[config.mk]
export PLATFORM = sky130hd
export DESIGN_NAME = lr_torus_rules
export DESIGN_NICKNAME = d
export VERILOG_FILES = /design/src/rtl/lr_pkg.sv /design/src/rtl/lr_seq.sv /design/src/rtl/lr_node.sv /design/src/rtl/lr_torus_rules.sv
export SDC_FILE = /design/constraint.sdc
export NUM_CORES = 1
export LEC_CHECK = 0
export ABC_AREA = 1
export BUFFER_PORTS_ARGS = -buffer_cell sky130_fd_sc_hd__buf_4
export CAP_MARGIN = 10
export CORE_MARGIN = 2
export CORE_UTILIZATION = 60
export DETAILED_ROUTE_END_ITERATION = 7
export MAX_ROUTING_LAYER = met4
export PLACE_DENSITY = 0.87
export SKIP_CTS_REPAIR_TIMING = 1
export SYNTH_ARGS = -nofsm -noshare
export SYNTH_HDL_FRONTEND = slang
export SYNTH_SLANG_ARGS = --single-unit
[constraint.sdc]
create_clock -name clk -period 2.5 [get_ports clk]
set_input_delay 0.375 -clock clk [delete_from_list [all_inputs] [get_ports clk]]
set_output_delay 0.375 -clock clk [all_outputs]
set_load 0.02 [all_outputs]
[src/rtl/lr_pkg.sv]
package lr_pkg;
  typedef enum logic [2:0] {
    PH_IDLE,
    PH_HB_INIT,
    PH_HB_RUN,
    PH_HB_LATCH,
    PH_VC_INIT,
    PH_VC_RUN,
    PH_VC_EVAL,
    PH_DONE
  } phase_t;

  localparam int DIR_N = 0;
  localparam int DIR_E = 1;
  localparam int DIR_S = 2;
  localparam int DIR_W = 3;
  localparam int NDIR  = 4;
endpackage

[src/rtl/lr_seq.sv]
module lr_seq #(
  parameter int COLS = 4,
  parameter int ROWS = 4,
  parameter int XW   = 2
) (
  input  logic           clk,
  input  logic           rst,
  input  logic           start,
  output lr_pkg::phase_t ph,
  output logic [XW-1:0]  col,
  output logic           done
);
  import lr_pkg::*;

  localparam int NODES = COLS * ROWS;
  localparam int SW    = $clog2(NODES) + 1;

  logic [SW-1:0] cnt;

  always_ff @(posedge clk) begin
    if (rst) begin
      ph  <= PH_IDLE;
      cnt <= '0;
      col <= '0;
    end else begin
      unique case (ph)
        PH_IDLE:     if (start) ph <= PH_HB_INIT;
        PH_HB_INIT:  begin ph <= PH_HB_RUN; cnt <= '0; end
        PH_HB_RUN:   if (cnt == SW'(COLS - 2)) ph <= PH_HB_LATCH;
                     else cnt <= cnt + 1'b1;
        PH_HB_LATCH: begin ph <= PH_VC_INIT; col <= '0; end
        PH_VC_INIT:  begin ph <= PH_VC_RUN; cnt <= '0; end
        PH_VC_RUN:   if (cnt == SW'(NODES - 2)) ph <= PH_VC_EVAL;
                     else cnt <= cnt + 1'b1;
        PH_VC_EVAL:  if (col == XW'(COLS - 1)) ph <= PH_DONE;
                     else begin col <= col + 1'b1; ph <= PH_VC_INIT; end
        PH_DONE:     ph <= PH_DONE;
        default:     ph <= PH_IDLE;
      endcase
    end
  end

  assign done = (ph == PH_DONE);

  // completion is final, a later start cannot reopen the checks
  a_r5_done_sticky: assert property (@(posedge clk) disable iff (rst)
    done |=> done);

  // the column under test never leaves the grid
  a_r4_col_range: assert property (@(posedge clk) disable iff (rst)
    (ph == PH_VC_RUN) |-> (int'(col) < COLS));
endmodule

[src/rtl/lr_node.sv]
module lr_node #(
  parameter int COLS = 4,
  parameter int ROWS = 4,
  parameter int XW   = 2,
  parameter int YW   = 2
) (
  input  logic           clk,
  input  logic           rst,
  input  lr_pkg::phase_t ph,
  input  logic [XW-1:0]  vc_col,
  input  logic [XW-1:0]  my_x,
  input  logic [YW-1:0]  my_y,
  input  logic [3:0]     flt,        // link faults by port N,E,S,W
  input  logic           nb_blk_n,   // north neighbour blocks its south link
  input  logic           nb_blk_w,   // west neighbour blocks its east link
  input  logic           bk_nb_e,
  input  logic           bk_nb_w,
  input  logic [3:0]     vld_nb,
  input  logic           fix_e_set,
  input  logic           fix_s_set,
  input  logic [XW-1:0]  q_x,
  input  logic [YW-1:0]  q_y,
  output logic           bk_o,
  output logic           vld_o,
  output logic           blk_e_o,
  output logic           blk_s_o,
  output logic           rule_h_o,
  output logic           rule_v_o,
  output logic [3:0]     port_ok_o,
  output logic           turn_ign_o
);
  import lr_pkg::*;

  logic is_hk, is_vk;
  logic fix_e, fix_s;
  logic [3:0] blk, open_l, dst_nb;
  logic dst_me;
  logic [XW-1:0] nx_e, nx_w;
  logic [YW-1:0] ny_n, ny_s;

  // staggered horizontal keeper and bottom-row wrap keeper
  assign is_hk = (int'(my_x) == (int'(my_y) % COLS));
  assign is_vk = (my_y == YW'(ROWS - 1));

  assign blk_e_o = rule_h_o | fix_e;
  assign blk_s_o = rule_v_o | fix_s;
  assign blk     = {nb_blk_w, blk_s_o, blk_e_o, nb_blk_n};
  assign open_l  = ~flt & ~blk;

  // row broadcast of broken-link knowledge over healthy links
  always_ff @(posedge clk) begin
    if (rst) begin
      bk_o     <= 1'b0;
      rule_h_o <= is_hk;
    end else begin
      if (ph == PH_HB_INIT)
        bk_o <= flt[DIR_E] | flt[DIR_W];
      else if (ph == PH_HB_RUN)
        bk_o <= bk_o | (bk_nb_e & ~flt[DIR_E]) | (bk_nb_w & ~flt[DIR_W]);
      if (ph == PH_HB_LATCH && bk_o)
        rule_h_o <= 1'b0;
    end
  end

  // flood from the top end of the column's wrap link
  always_ff @(posedge clk) begin
    if (rst) begin
      vld_o    <= 1'b0;
      rule_v_o <= is_vk;
    end else begin
      if (ph == PH_VC_INIT)
        vld_o <= (my_x == vc_col) && (my_y == '0);
      else if (ph == PH_VC_RUN)
        vld_o <= vld_o | (|(vld_nb & open_l));
      if (ph == PH_VC_EVAL && is_vk && (my_x == vc_col) && !vld_o)
        rule_v_o <= 1'b0;
    end
  end

  // unchecked fix-up blocks, accepted only after the checks
  always_ff @(posedge clk) begin
    if (rst) begin
      fix_e <= 1'b0;
      fix_s <= 1'b0;
    end else if (ph == PH_DONE) begin
      if (fix_e_set) fix_e <= 1'b1;
      if (fix_s_set) fix_s <= 1'b1;
    end
  end

  // destination-aware allow mask
  assign nx_e = (my_x == XW'(COLS - 1)) ? '0 : my_x + 1'b1;
  assign nx_w = (my_x == '0) ? XW'(COLS - 1) : my_x - 1'b1;
  assign ny_n = (my_y == '0) ? YW'(ROWS - 1) : my_y - 1'b1;
  assign ny_s = (my_y == YW'(ROWS - 1)) ? '0 : my_y + 1'b1;

  assign dst_me = (q_x == my_x) && (q_y == my_y);
  assign dst_nb[DIR_N] = (q_x == my_x) && (q_y == ny_n);
  assign dst_nb[DIR_E] = (q_x == nx_e) && (q_y == my_y);
  assign dst_nb[DIR_S] = (q_x == my_x) && (q_y == ny_s);
  assign dst_nb[DIR_W] = (q_x == nx_w) && (q_y == my_y);

  always_ff @(posedge clk) begin
    if (rst) begin
      port_ok_o  <= '0;
      turn_ign_o <= 1'b0;
    end else begin
      port_ok_o  <= ~flt & (~blk | {4{dst_me}} | dst_nb);
      turn_ign_o <= |(~flt & blk & dst_nb);
    end
  end

  a_r4_vrule_monotone: assert property (@(posedge clk) disable iff (rst)
    !rule_v_o |=> !rule_v_o);

  a_r3_hrule_latch_only: assert property (@(posedge clk) disable iff (rst)
    (ph != PH_HB_LATCH) |=> $stable(rule_h_o));

  a_r10_fault_closed: assert property (@(posedge clk) disable iff (rst)
    (flt != 4'b0) |=> ((port_ok_o & $past(flt)) == 4'b0));

  a_r7_fix_after_done: assert property (@(posedge clk) disable iff (rst)
    (ph != PH_DONE) |=> ($stable(fix_e) && $stable(fix_s)));
endmodule

[src/rtl/lr_torus_rules.sv]
module lr_torus_rules #(
  parameter  int COLS = 4,
  parameter  int ROWS = 4,
  localparam int XW   = (COLS > 1) ? $clog2(COLS) : 1,
  localparam int YW   = (ROWS > 1) ? $clog2(ROWS) : 1
) (
  input  logic                   clk,
  input  logic                   rst,
  input  logic                   start,
  input  logic [COLS*ROWS-1:0]   flt_e,
  input  logic [COLS*ROWS-1:0]   flt_s,
  input  logic                   fix_valid,
  input  logic [XW-1:0]          fix_x,
  input  logic [YW-1:0]          fix_y,
  input  logic [1:0]             fix_dir,
  input  logic [XW-1:0]          q_x,
  input  logic [YW-1:0]          q_y,
  output logic                   done,
  output logic [ROWS-1:0]        hrule,
  output logic [COLS-1:0]        vrule,
  output logic [4*COLS*ROWS-1:0] port_ok,
  output logic [COLS*ROWS-1:0]   turn_ign
);
  import lr_pkg::*;

  localparam int NODES = COLS * ROWS;

  phase_t        ph;
  logic [XW-1:0] vc_col;
  logic [NODES-1:0] bk, vld, blk_e, blk_s, rule_h, rule_v, fe_req, fs_req;

  lr_seq #(.COLS(COLS), .ROWS(ROWS), .XW(XW)) u_seq (
    .clk(clk), .rst(rst), .start(start),
    .ph(ph), .col(vc_col), .done(done)
  );

  for (genvar gy = 0; gy < ROWS; gy++) begin : g_row
    for (genvar gx = 0; gx < COLS; gx++) begin : g_col
      localparam int ID = gy * COLS + gx;
      localparam int IN = ((gy + ROWS - 1) % ROWS) * COLS + gx;
      localparam int IS = ((gy + 1) % ROWS) * COLS + gx;
      localparam int IE = gy * COLS + (gx + 1) % COLS;
      localparam int IW = gy * COLS + (gx + COLS - 1) % COLS;

      logic hit_me, hit_e, hit_s;
      assign hit_me = (fix_x == XW'(gx)) && (fix_y == YW'(gy));
      assign hit_e  = (fix_x == XW'((gx + 1) % COLS)) && (fix_y == YW'(gy));
      assign hit_s  = (fix_x == XW'(gx)) && (fix_y == YW'((gy + 1) % ROWS));

      // a fix-up names a port; the link owner is the node on its west / north end
      assign fe_req[ID] = fix_valid && ((hit_me && fix_dir == 2'd1) ||
                                        (hit_e  && fix_dir == 2'd3));
      assign fs_req[ID] = fix_valid && ((hit_me && fix_dir == 2'd2) ||
                                        (hit_s  && fix_dir == 2'd0));

      lr_node #(.COLS(COLS), .ROWS(ROWS), .XW(XW), .YW(YW)) u_node (
        .clk(clk), .rst(rst), .ph(ph), .vc_col(vc_col),
        .my_x(XW'(gx)), .my_y(YW'(gy)),
        .flt({flt_e[IW], flt_s[ID], flt_e[ID], flt_s[IN]}),
        .nb_blk_n(blk_s[IN]), .nb_blk_w(blk_e[IW]),
        .bk_nb_e(bk[IE]), .bk_nb_w(bk[IW]),
        .vld_nb({vld[IW], vld[IS], vld[IE], vld[IN]}),
        .fix_e_set(fe_req[ID]), .fix_s_set(fs_req[ID]),
        .q_x(q_x), .q_y(q_y),
        .bk_o(bk[ID]), .vld_o(vld[ID]),
        .blk_e_o(blk_e[ID]), .blk_s_o(blk_s[ID]),
        .rule_h_o(rule_h[ID]), .rule_v_o(rule_v[ID]),
        .port_ok_o(port_ok[4*ID +: 4]), .turn_ign_o(turn_ign[ID])
      );
    end
    assign hrule[gy] = rule_h[gy * COLS + (gy % COLS)];
  end

  for (genvar cx = 0; cx < COLS; cx++) begin : g_vout
    assign vrule[cx] = rule_v[(ROWS - 1) * COLS + cx];
  end
endmodule

Word level (Yosys, flattened, before mapping)
Index checks and enable logic that the tools add are counted.
W data, S select, Z words.
{"block": "word_totals", "inputBits": 46, "output_inout_bits": 89, "reg_bits": 162}
{"block": "classes", "n_reduce_logical": 256, "muxes": 50, "bitwise_logic": 264, "eq_ne": 34, "addsub": 2}
{"op": "$and A4 B4 Y4", "n": 80}
{"op": "$logic_and A1 B1 Y1", "n": 140}
{"op": "$not A4 Y4", "n": 32}
{"op": "$or A4 B4 Y4", "n": 32}
{"op": "$reduce_or A4 Y1", "n": 32}
{"op": "$or A1 B1 Y1", "n": 72}
{"op": "$reduce_and A2 Y1", "n": 33}
{"op": "$mux W1", "n": 40}
{"op": "$and A1 B1 Y1", "n": 32}
{"op": "$logic_or A1 B1 Y1", "n": 32}
{"op": "$pmux W3 S8", "n": 1}
{"op": "$eq A2 B2 Y1 const B", "n": 11}
{"op": "$not A1 Y1", "n": 16}
{"op": "$pmux W5 S3", "n": 1}
{"op": "$eq A3 B3 Y1 const B", "n": 4}
{"op": "$logic_not A2 Y1", "n": 6}
{"op": "$ne A2 B2 Y1 const B", "n": 6}
{"op": "$eq A2 B1 Y1 const B", "n": 5}
{"op": "$mux W5", "n": 2}
{"op": "$mux W3", "n": 3}
{"op": "$eq A3 B2 Y1 const B", "n": 2}
{"op": "$reduce_and A3 Y1", "n": 2}
{"op": "$reduce_bool A2 Y1", "n": 3}
{"op": "$add A5 B1 Y5 const B", "n": 1}
{"op": "other kinds (12)", "n": 18}

Logic depth before layout (Yosys ltp)
Gate-level depths: netlist of run 1.
{"block": "depth", "ltp_word": 8, "depth_mapped": 10}

Cells and area by module
Synthesis of run 1 repeated with hierarchy kept, for this count alone.
{"block": "hier_totals", "hier_cells": 2522, "area_unflattened_um2": 15134.5}
{"module": "lr_node", "instances": 16, "area_per_inst_um2": 855.8, "cells_per_inst": 141, "seq_area_each_um2": 240.2}
{"module": "lr_torus_rules", "instances": 1, "area_per_inst_um2": 735.7, "cells_per_inst": 156, "seq_area_each_um2": 0.0}
{"module": "lr_seq", "instances": 1, "area_per_inst_um2": 705.7, "cells_per_inst": 110, "seq_area_each_um2": 200.2}

Least setup slack after synthesis of run 1
No wires, ideal clock.
{"block": "synth_path", "path_type": "input to register", "from": "input fix_dir[1]", "to": "register g_row[3].g_col[0].u_node.fix_s", "required_time_ns": 2.430, "setup_ns": 0.070, "cell_stages": 5, "t_arrival_ns": 1.246, "setup_slack_ns": 1.183, "path_cell_list": "nor2_1 > clkinv_1 > o22ai_1 > nand2_1 > a21oi_1"}
{"block": "synth_via", "elab_chain_len": 5}
{"item": "start, declared", "line": "lr_torus_rules.sv:15", "text": "input logic [1:0] fix_dir,"}
{"item": "$eq A2 B2 Y1 or $logic_not A2 Y1 (tied branches)", "line": "lr_torus_rules.sv:53, lr_torus_rules.sv:54"}
{"item": "$logic_and A1 B1 Y1 (on tied branches)", "line": "lr_torus_rules.sv:53, lr_torus_rules.sv:54"}
{"item": "$logic_or A1 B1 Y1 *", "line": "lr_torus_rules.sv:53", "text": "assign fs_req[ID] = fix_valid && ((hit_me && fix_dir == 2'd2) ||"}
{"item": "$logic_and A1 B1 Y1 *", "line": "lr_torus_rules.sv:53"}
{"item": "$reduce_and A2 Y1 (no line) *"}
{"item": "end signal, assigned", "line": "lr_node.sv:84", "text": "fix_s <= 1'b0;"}
{"item": "end signal, assigned", "line": "lr_node.sv:87", "text": "if (fix_s_set) fix_s <= 1'b1;"}
{"item": "end, declared", "line": "lr_node.sv:35", "text": "logic fix_e, fix_s;"}
Mark *: on every way between the ends. The rest lies on a longest branch, timed or not.
A chain may end at the register's enable or synchronous reset.

Worst setup path after layout of run 1
{"block": "layout_path", "from": "register u_seq.ph[0]", "to": "register g_row[1].g_col[1].u_node.bk_o"}
{"block": "layout_via", "elab_chain_len": 2}
{"item": "start, declared", "line": "lr_seq.sv:9", "text": "output lr_pkg::phase_t ph,"}
{"item": "start signal, assigned", "line": "lr_seq.sv:22", "text": "ph <= PH_IDLE;"}
{"item": "start signal, assigned", "line": "lr_seq.sv:27", "text": "PH_IDLE: if (start) ph <= PH_HB_INIT;"}
{"item": "start signal, assigned", "line": "lr_seq.sv:28", "text": "PH_HB_INIT: begin ph <= PH_HB_RUN; cnt <= '0; end"}
{"item": "$eq A3 B1 Y1 or $eq A3 B2 Y1 (tied branches)", "line": "lr_node.sv:56, lr_node.sv:58"}
{"item": "$mux W1 or $reduce_bool A2 Y1 (tied branches)"}
{"item": "end signal, assigned", "line": "lr_node.sv:57", "text": "bk_o <= flt[DIR_E] | flt[DIR_W];"}
{"item": "end signal, assigned", "line": "lr_node.sv:59", "text": "bk_o <= bk_o | (bk_nb_e & ~flt[DIR_E]) | (bk_nb_w & ~flt[DIR_W]);"}
{"item": "end, declared", "line": "lr_node.sv:23", "text": "output logic bk_o,"}
Several ways; a longest one is shown, not always the timed one.

==> results of run 1 <==
[registers in the layout, summed over array words and instances, names as in the netlist]
signal,cells
u_seq.col,2
g_row.g_col.u_node.bk_o,16
g_row.g_col.u_node.port_ok_o,64
g_row.g_col.u_node.rule_h_o,4
u_seq.ph,3
g_row.g_col.u_node.turn_ign_o,16
u_seq.cnt,5
g_row.g_col.u_node.vld_o,16
g_row.g_col.u_node.rule_v_o,4
g_row.g_col.u_node.fix_e,16
g_row.g_col.u_node.fix_s,16
[logic make-up (layout without fill, tap and decap cells)]
kind of cell / after synthesis / after routing / share of synthesized area, %
xor+xnor: 2 / 2 / 0.236
simple gates: 497 / 497 / 28.6
buf+inv: 210 / 333 / 12.0
compound gates: 197 / 197 / 14.4
fa+ha+maj: 6 / 6 / 1.01
flops: 162 / 162 / 43.7
[placed cells by master (no fill, tap or decap), drive strengths merged, types with 2 or more instances in the layout]
| cell | instances |
|---|---|
| a21oi | 85 |
| a311oi | 2 |
| a31oi | 21 |
| buf | 139 |
| clkbuf | 17 |
| clkinv | 6 |
| clkinvlp | 3 |
| dfxtp | 162 |
| ha | 6 |
| inv | 167 |
| nand2 | 196 |
| nand3 | 141 |
| nand4 | 14 |
| nor2 | 118 |
| nor3 | 27 |
| o211ai | 7 |
| o21ai | 68 |
| o221ai | 3 |
| o22ai | 5 |
| o31ai | 4 |
[worst max-delay path, delay by kind of cell (launching register included)]
kind	cells	cell delay, ps
buffers and inverters	2	490
flip-flops	1	450
AND/OR/NAND/NOR	4	590
AO/OA/AOI/OAI	1	200
[where the power goes]
part	internal (mW)	total, mW	switching [mW]
Clock	1.40	2.55	1.15
Combinational	0.410	1.25	0.839
Sequential	2.77	2.90	0.133
Total	4.58	6.71	2.13
[final cells by class]
type                    count  share of cell area (%)
repair buffers            139                    11.6
multi-input cells         702                    36.7
clock inverters            15                    1.67
clock buffers              17                    4.74
flip-flops and latches    162                    36.2
well taps                 168                    2.34
inverters                 162                    6.78
[layer usage]
layer | vias up | track usage [%] | routed length, um
met5 | - | - | 0
met4 | 0 | 18.5 | 1090
met3 | 94 | 7.75 | 2790
met2 | 583 | 56.5 | 10600
met1 | 3541 | 46.7 | 9280
li1 | 3719 | - | -
[stage by stage]
step           setup slack [ps]  hold slack, ps
6_report                    653             138
5_1_grt                     548             135
4_1_cts                     728             131
3_5_place_dp                649             455
3_3_place_gp                692             446
2_1_floorplan              1180             430
[how the worst max path moves through the flow]
| stage | slack, ps | end | start |
|---|---|---|---|
| finish | 650 | g_row[1].g_col[1].u_node.bk_o | u_seq.ph[0] |
| CTS | 730 | g_row[3].g_col[3].u_node.bk_o | u_seq.ph[0] |
| detailed placement | 650 | g_row[1].g_col[0].u_node.vld_o | rst |
| global placement | 690 | g_row[1].g_col[0].u_node.fix_s | fix_dir[1] |
| global route | 550 | g_row[3].g_col[3].u_node.bk_o | u_seq.ph[0] |
| floorplan | 1180 | g_row[3].g_col[0].u_node.fix_s | fix_dir[1] |
==> results by group, run 1 <==
Outcome
  • Status: finished with violations
  • Violated checks: DRC

Placed design
  • HPWL Detailed: 18200 um
  • Placed Instances: 1333
  • IO buf count: 134
  • Placed Area: 0.00839 sq mm
  • Placer Congestion: 1.05

Worst setup path
  • Delay of the slowest cell on the worst path: 450 ps
  • Worst EP required: between 2000 and 3000 ps
  • CP Capture Type: register
  • Max Fanout on Critical Path: 16
  • Kind of critical path: register to register
  • FF-to-FF End: g_row[1].g_col[1].u_node.bk_o
  • Worst Reg-to-Reg Cells: 7
  • CP arrival: around 2200 ps
  • CP max stage cell: dfxtp_1
  • R2R Setup Slk: around 650 ps
  • Worst r2r src: u_seq.ph[0]
  • Crit-path most repeated cell: nor2_1
  • Worst path cell trace: inv_2, nor2_1, nand2_2, inv_1, nand2_1, o21ai_0, nor2_1
  • Worst Setup Start Kind: register

Timing
  • Worst-margin pin slew: about 780 ps
  • Final hold violations: 0
  • Final setup violation count: 0
  • Clk_skew: a little under 7 ps
  • Fin crit period: 1850 ps
  • Highest Clock Rate: 541 MHz
  • Sum Neg Setup Slack: 0 ps
  • Final period util: 73.9%
  • RSZ-0062 raised after global routing: no
  • Worst rel slew slack: 48.3%
  • Fin. max-slew vios: 0

Layout
  • Area Growth Syn to Fin: 20.8%
  • Multi-input logic area: ~0.0033 sq mm
  • Layout cells sized above 1: roughly 15%
  • Layout Cells excl Fill: approximately 1400
  • Filler Cells Inserted: 977
  • Final core occ: around three quarters
  • FF/Latch Area: ~0.0032 sq mm
  • Fin nets: 1236
  • Design Area, Final: 0.00897 sq mm
  • Diodes inserted: 0

Yosys
  • Post-Synthesis Cells: 1074
  • Syn Std Cell Area: 0.00743 sq mm
  • EDFF count, synth: 0
  • Mapped Nets: 1126
  • Share of the synthesized area in the top cell type: 43.7%
  • Avg Inst Size Synth: 6.91 sq um
  • Ys async rst share: 0%
  • Count leader, synth: nand2_1
  • Largest cells by area after synthesis: dfxtp_1, nand2_1, nand3_1
  • Synth cell types: 29
  • FF+latch count, synth: approximately 160
  • Commonest cells in the netlist: nand2_1, dfxtp_1, inv_1, nand3_1, nor2_1
  • Main flop type after synthesis: dfxtp_1
  • Synth warn: 0
  • Sequential area share after synthesis: 43.7%
  • Area leader, netlist: dfxtp_1

Clock tree
  • Clk pin slew, worst setup/hold paths: 70 ps
  • H-tree levels: 4
  • Max Buffers Root-to-Sink: 2
  • Worst-Skew Late Latency: 440 ps
  • CTS Buf Count: 17
  • CTS tree: built
  • Root Driver: clkbuf_16
  • Clock tree sinks: around 160

Route
  • Via Count: 7937
  • Post-DRT Antenna Nets: 0
  • Final wirelength: 23800 um
  • Residual DRC count: 2
  • DR WL/cell: 17.4 um
  • Vias per cell: 5.81
  • Drt first-iter violations: 1292
  • Pre-antenna DRT Iters: 8

Global route
  • Final global-route overflow total: 0
  • Vias in the first global route: ~7000
  • Largest net degree at the start of global routing: 72
  • Antenna violations before repair: 0
  • First-pass GRT wire length: 36200 um
  • Global Route Usage Sum: 37.1%

Floorplanning
  • # IOs: 135
  • Die width: 115 um
  • Core Rows: 40
  • Die Area: between 0.01 and 0.015 sq mm
  • Core area: 0.0121 sq mm
  • Starting Density: between 60 and 70%
  • Die H: 115 um

Power and ir drop
  • Power density over cell area: roughly 750 mW/mm^2
  • Total power draw: roughly 6.7 mW
  • Max IR drop VDD: 380 uV
  • Lkg Pwr: 4.09 nW

Worst hold path
  • Hold EP: g_row[1].g_col[0].u_node.port_ok_o[0]
  • Min-delay src: flt_s[0]
  • Hold crit path type: primary input to register
  • Hold depth: 2

Job
  • MaxCap Viol Count: 0
No activity file was read; power rests on OpenSTA's default activity.
==> run 2, diff against run 1 <==
--- a/config.mk
+++ b/config.mk
@@ -9,10 +9,10 @@
 export BUFFER_PORTS_ARGS = -buffer_cell sky130_fd_sc_hd__buf_4
 export CAP_MARGIN = 10
 export CORE_MARGIN = 2
-export CORE_UTILIZATION = 60
+export CORE_UTILIZATION = 56
 export DETAILED_ROUTE_END_ITERATION = 7
 export MAX_ROUTING_LAYER = met4
-export PLACE_DENSITY = 0.87
+export PLACE_DENSITY = 0.82
 export SKIP_CTS_REPAIR_TIMING = 1
 export SYNTH_ARGS = -nofsm -noshare
 export SYNTH_HDL_FRONTEND = slang
==> constraint.sdc (replaced) <==
create_clock -name clk -period 1.89 [get_ports clk]
set_input_delay 0.2835 -clock clk [delete_from_list [all_inputs] [get_ports clk]]
set_output_delay 0.2835 -clock clk [all_outputs]
set_load 0.02 [all_outputs]
==> run 2 against run 1 <==
The flow still finishes with violations (DRC). Global-route usage decreased by 1.2 points. Utilization decreased by 4.8 points. First-iteration DRC count decreased by 18%. Worst hold slack got worse by 90 ps. Flip-flop and latch count unchanged. Largest cell class unchanged. Highest routed layer unchanged.
==> results by group, run 2 (synthesis gave the netlist of run 1 again) <==
Floorplanning
  • Die Area: 0.0142 sq mm (was 0.0133 sq mm)
  • Starting Density: 56.8% (was 61.6%)
  • Die width: 119 um (was 115 um)
  • # IOs: 135 (unchanged)
  • Core area: 0.0131 sq mm (was 0.0121 sq mm)
  • Core Rows: 42 (was 40)
  • Die H: 119 um (was 115 um)

Worst setup path
  • Max Fanout on Critical Path: 11 (was 16)
  • Worst EP required: 2210 ps (was 2830 ps)
  • Kind of critical path: register to register (unchanged)
  • CP arrival: 1990 ps (was 2180 ps)
  • Worst Setup Start Kind: register (unchanged)
  • CP Capture Type: register (unchanged)

Timing
  • RSZ-0062 raised after global routing: no (unchanged)
  • Final hold violations: 0 (unchanged)
  • Clk_skew: 7.49 ps (was 6.75 ps)
  • Worst rel slew slack: 64.3% (was 48.3%)
  • Highest Clock Rate: 601 MHz (was 541 MHz)
  • Final period util: 88.0% (was 73.9%)
  • Fin crit period: 1660 ps (was 1850 ps)
  • Fin. max-slew vios: 0 (unchanged)
  • Final setup violation count: 0 (unchanged)
  • Sum Neg Setup Slack: 0 ps (unchanged)
  • Worst-margin pin slew: 534 ps (was 776 ps)

Job
  • MaxCap Viol Count: 0 (unchanged)

Route
  • Pre-antenna DRT Iters: 8 (unchanged)
  • Residual DRC count: 2 (unchanged)
  • Post-DRT Antenna Nets: 0 (unchanged)
  • DR WL/cell: 18.0 um (was 17.4 um)
  • Drt first-iter violations: 1057 (was 1292)
  • Vias per cell: 5.80 (was 5.81)
  • Final wirelength: 24900 um (was 23800 um)
  • Via Count: 8002 (was 7937)

Layout
  • Fin nets: 1243 (was 1236)
  • Layout cells sized above 1: 15.2% (was 14.7%)
  • Area Growth Syn to Fin: 22.6% (was 20.8%)
  • Max reg flops: 64 (unchanged)
  • Commonest non-fill, non-tap cell in the layout: nand2_1 (unchanged)
  • Commonest non-fill, non-tap cells in the layout: nand2_1, dfxtp_1, inv_1 (unchanged)
  • Biggest register: g_row.g_col.u_node.port_ok_o (unchanged)
  • Filler Cells Inserted: 1145 (was 977)
  • Diodes inserted: 0 (unchanged)

Global route
  • First-pass GRT wire length: 38000 um (was 36200 um)
  • Largest net degree at the start of global routing: 72 (unchanged)
  • Vias in the first global route: 7070 (was 6943)
  • Antenna violations before repair: 0 (unchanged)
  • Final global-route overflow total: 0 (unchanged)
  • Global Route Usage Sum: 35.8% (was 37.1%)

Outcome
  • Status: finished with violations (unchanged)
  • Violated checks: DRC (unchanged)

Placed design
  • Placer Congestion: 1.00 (was 1.05)
  • IO buf count: 134 (unchanged)
  • HPWL Detailed: 19300 um (was 18200 um)

Power and ir drop
  • Max IR drop VDD: 960 uV (was 380 uV)
  • Power density over cell area: 993 mW/mm^2 (was 748 mW/mm^2)
  • Total power draw: 9.04 mW (was 6.71 mW)
  • Lkg Pwr: 4.16 nW (was 4.09 nW)

Clock tree
  • CTS Buf Count: 17 (unchanged)
  • H-tree levels: 4 (unchanged)
  • Root Driver: clkbuf_16 (unchanged)
  • Max Buffers Root-to-Sink: 2 (unchanged)
  • Worst-Skew Late Latency: 440 ps (about the same)
  • Clk pin slew, worst setup/hold paths: 70 ps (about the same)
  • Clock tree sinks: 162 (unchanged)
  • CTS tree: built (unchanged)

Worst hold path
  • Hold crit path type: primary input to register (unchanged)
## run 2: changes by cell type in the layout (fill, tap and decap cells not counted), sizes merged
cell,delta
buf,+7
bufinv,+1
clkinv,-1
## run 2: per-stage QoR
step / setup slack (ps) / utilization, % / area, sq um / hold slack, ps / cells
after detailed placement: 324 / 65.0 / 8510 / 451 / 1348
after global placement: 289 / 65.0 / 8510 / 443 / 1348
after global routing: 49.4 / 69.6 / 9100 / 48.4 / 1380
after CTS: 262 / 69.6 / 9100 / 38.8 / 1380
final: 227 / 69.6 / 9100 / 48.3 / 1380
after floorplan: 596 / - / 7430 / 360 / 1074
## run 2: layout make-up
class	instances	area (sq um)	share of cell area [%]
clock buffers	17	425	4.67
clock inverters	15	171	1.88
inverters	162	608	6.68
multi-input cells	702	3290	36.1
flip-flops and latches	162	3240	35.6
well taps	176	220	2.42
repair buffers	146	1150	12.6
## run 2: report_power, final
group | internal (mW) | leakage (nW) | switching [mW]
registers | 3.66 | 1.32 | 0.176
clock network | 1.98 | 0.285 | 1.52
logic | 0.571 | 2.55 | 1.12
## run 2: worst max-delay path, cell delays in order, from the launching register on
cell	delay (ps)
dfxtp_1	450
inv_2	100
nor2_1	170
nand2_2	100
inv_1	320
nand2_1	120
o21ai_0	200
nor2_1	80
## run 2: per-layer routing
| layer | vias to the layer above | global-route usage [%] | part of all wire, % |
|---|---|---|---|
| li1 | 3734 | - | - |
| met1 | 3626 | 46.8 | 41 |
| met2 | 545 | 53.8 | 43 |
| met3 | 97 | 5.89 | 10 |
| met4 | 0 | 18.2 | 5.6 |
| met5 | - | - | 0 |
## run 2: worst paths after layout
path / start / endpoint / slack (ps) / cells after the start
min reg2reg: g_row[3].g_col[0].u_node.fix_s / g_row[3].g_col[0].u_node.fix_s / 460 / 2
min: flt_s[0] / g_row[1].g_col[0].u_node.port_ok_o[0] / 50 / 2
max reg2reg: u_seq.ph[0] / g_row[2].g_col[3].u_node.bk_o / 230 / 7
max: u_seq.ph[0] / g_row[2].g_col[3].u_node.bk_o / 230 / 7
==> run 3, diff against run 2 <==
--- a/config.mk
+++ b/config.mk
@@ -9,11 +9,12 @@
 export BUFFER_PORTS_ARGS = -buffer_cell sky130_fd_sc_hd__buf_4
 export CAP_MARGIN = 10
 export CORE_MARGIN = 2
-export CORE_UTILIZATION = 56
+export CORE_UTILIZATION = 60
 export DETAILED_ROUTE_END_ITERATION = 7
 export MAX_ROUTING_LAYER = met4
-export PLACE_DENSITY = 0.82
+export PLACE_DENSITY = 0.87
 export SKIP_CTS_REPAIR_TIMING = 1
+export SLEW_MARGIN = 20
 export SYNTH_ARGS = -nofsm -noshare
 export SYNTH_HDL_FRONTEND = slang
 export SYNTH_SLANG_ARGS = --single-unit
==> constraint.sdc (replaced) <==
create_clock -name clk -period 2.1 [get_ports clk]
set_input_delay 0.315 -clock clk [delete_from_list [all_inputs] [get_ports clk]]
set_output_delay 0.315 -clock clk [all_outputs]
set_load 0.02 [all_outputs]
==> run 3 against run 2 <==
Largest cell class unchanged. Power fell by 9.6%. Non-clock buffer count down 5. The run now ends clean. Sequential power down 9.9%.
==> results by group, run 3 (synthesis gave the netlist of run 1 again) <==
Worst setup path
  • Worst Setup Start Kind: register (unchanged)
  • CP max stage cell: dfxtp_1 (unchanged)
  • CP Capture Type: register (unchanged)
  • CP arrival: 2150 ps (was 1990 ps)
  • Worst EP required: 2420 ps (was 2210 ps)
  • Delay of the slowest cell on the worst path: 440 ps (was 450 ps)
  • Worst Reg-to-Reg Cells: 7 (unchanged)
  • Max Fanout on Critical Path: 16 (was 11)
  • Worst path cell trace: inv_2, nor2_1, nand2_2, inv_1, nand2_1, o21ai_0, a21oi_1 (was inv_2, nor2_1, nand2_2, inv_1, nand2_1, o21ai_0, nor2_1)
  • Kind of critical path: register to register (unchanged)

Timing
  • Final period util: 87.1% (was 88.0%)
  • Setup ws final: 270 ps (was 227 ps)
  • Final hold violations: 0 (unchanged)
  • Sum Neg Setup Slack: 0 ps (unchanged)
  • RSZ-0062 raised after global routing: no (unchanged)
  • Hold Slack: 87.8 ps (was 48.3 ps)
  • Fin crit period: 1830 ps (was 1660 ps)
  • Worst-margin pin slew: 830 ps (was 534 ps)
  • Highest Clock Rate: 546 MHz (was 601 MHz)
  • Final setup violation count: 0 (unchanged)
  • Clk_skew: 6.50 ps (was 7.49 ps)
  • Fin. max-slew vios: 0 (unchanged)
  • Worst rel slew slack: 44.3% (was 64.3%)

Placed design
  • IO buf count: 134 (unchanged)
  • Placed Area: 0.00842 sq mm (was 0.00851 sq mm)
  • Placed Instances: 1335 (was 1348)
  • HPWL Detailed: 18400 um (was 19300 um)
  • Dpl ws: 266 ps (was 324 ps)
  • Placer Congestion: 1.03 (was 1.00)

Layout
  • Layout Cells excl Fill: 1367 (was 1380)
  • Final core occ: 75.0% (was 69.6%)
  • Area Growth Syn to Fin: 21.8% (was 22.6%)
  • Design Area, Final: 0.00904 sq mm (was 0.00910 sq mm)
  • Multi-input logic area: 0.00329 sq mm (unchanged)
  • Filler Cells Inserted: 973 (was 1145)
  • Commonest non-fill, non-tap cells in the layout: nand2_1, dfxtp_1, inv_1 (unchanged)
  • Max reg flops: 64 (unchanged)
  • Commonest non-fill, non-tap cell in the layout: nand2_1 (unchanged)
  • Fin nets: 1238 (was 1243)
  • Layout cells sized above 1: 14.8% (was 15.2%)
  • FF/Latch Area: 0.00324 sq mm (unchanged)
  • Diodes inserted: 0 (unchanged)
  • Biggest register: g_row.g_col.u_node.port_ok_o (unchanged)

Global route
  • Global Route Usage Sum: 37.6% (was 35.8%)
  • Final global-route overflow total: 0 (unchanged)
  • Vias in the first global route: 7049 (was 7070)
  • First-pass GRT wire length: 36900 um (was 38000 um)
  • Largest net degree at the start of global routing: 72 (unchanged)
  • Antenna violations before repair: 0 (unchanged)

Clock tree
  • Root Driver: clkbuf_16 (unchanged)
  • Clock tree sinks: 162 (unchanged)
  • CTS Buf Count: 17 (unchanged)
  • Max Buffers Root-to-Sink: 2 (unchanged)
  • Worst-Skew Late Latency: 440 ps (about the same)
  • Clk pin slew, worst setup/hold paths: 60 ps (was 70 ps)
  • H-tree levels: 4 (unchanged)
  • CTS tree: built (unchanged)

Power and ir drop
  • Power density over cell area: 903 mW/mm^2 (was 993 mW/mm^2)
  • Clock power share: 39.2% (was 38.8%)
  • Flop pwr share: 42.3% (was 42.5%)
  • Switching Fraction: 29.6% (was 31.2%)
  • Max IR drop VDD: 662 uV (was 960 uV)
  • Psw: 2.42 mW (was 2.82 mW)
  • Total power draw: 8.17 mW (was 9.04 mW)
  • Lkg Pwr: 4.12 nW (was 4.16 nW)
  • Comb pwr share: 18.4% (was 18.7%)
  • Cell Int Power: 5.75 mW (was 6.22 mW)

Floorplanning
  • Die Area: 0.0133 sq mm (was 0.0142 sq mm)
  • Die H: 115 um (was 119 um)
  • # IOs: 135 (unchanged)
  • Core area: 0.0121 sq mm (was 0.0131 sq mm)
  • Core Rows: 40 (was 42)
  • Die width: 115 um (was 119 um)
  • Starting Density: 61.6% (was 56.8%)

Route
  • Vias per cell: 5.75 (was 5.80)
  • DR WL/cell: 17.6 um (was 18.0 um)
  • Residual DRC count: 0 (was 2)
  • Pre-antenna DRT Iters: 7 (was 8)
  • Via Count: 7863 (was 8002)
  • Post-DRT Antenna Nets: 0 (unchanged)
  • Final wirelength: 24000 um (was 24900 um)
  • Drt first-iter violations: 1213 (was 1057)

Worst hold path
  • Hold crit path type: primary input to register (unchanged)
  • Hold depth: 2 (unchanged)

Job
  • MaxCap Viol Count: 0 (unchanged)

Outcome
  • Status: finished clean (was finished with violations)
==> run 3: area by class of cell <==
type | instances | area share, %
sequential | 162 | 35.9
clock buffer | 20 | 5.16
inverter | 162 | 6.72
timing repair buffer | 141 | 11.8
multi-input combinational | 702 | 36.4
clock inverter | 12 | 1.73
tap | 168 | 2.32
==> run 3: power groups by stage <==
stage | sequential (mW) | combinational [mW] | clock, mW
2_1_floorplan | 3.55 | 0.968 | 0
3_3_place_gp | 3.51 | 1.43 | 0
3_5_place_dp | 3.52 | 1.45 | 0
4_1_cts | 3.45 | 1.48 | 3.21
5_1_grt | 3.48 | 1.68 | 3.34
6_report | 3.46 | 1.51 | 3.21
==> run 3: layer usage <==
layer / GRT usage (%) / part of all wire, % / vias to the layer above
li1: - / - / 3715
met1: 47.6 / 40 / 3532
met2: 56.6 / 44 / 523
met3: 8.12 / 11 / 93
met4: 19.4 / 4.8 / 0
met5: - / 0 / -
==> run 3: path summary, 6_finish.rpt <==
kind                                     startpoint                                    end  slack [ps]
hold / removal                            flt_e[12]  g_row[3].g_col[1].u_node.port_ok_o[3]          90
hold reg to reg   g_row[3].g_col[2].u_node.rule_v_o      g_row[3].g_col[2].u_node.rule_v_o         470
setup / recovery                        u_seq.ph[0]          g_row[0].g_col[0].u_node.bk_o         270
setup reg to reg                        u_seq.ph[0]          g_row[0].g_col[0].u_node.bk_o         270
==> run 3: worst max-delay path, delay by kind of cell, from the launching register on <==
kind | cells | cell delay, ps
simple gates | 3 | 520
compound gates | 2 | 270
flops | 1 | 440
buf+inv | 2 | 480
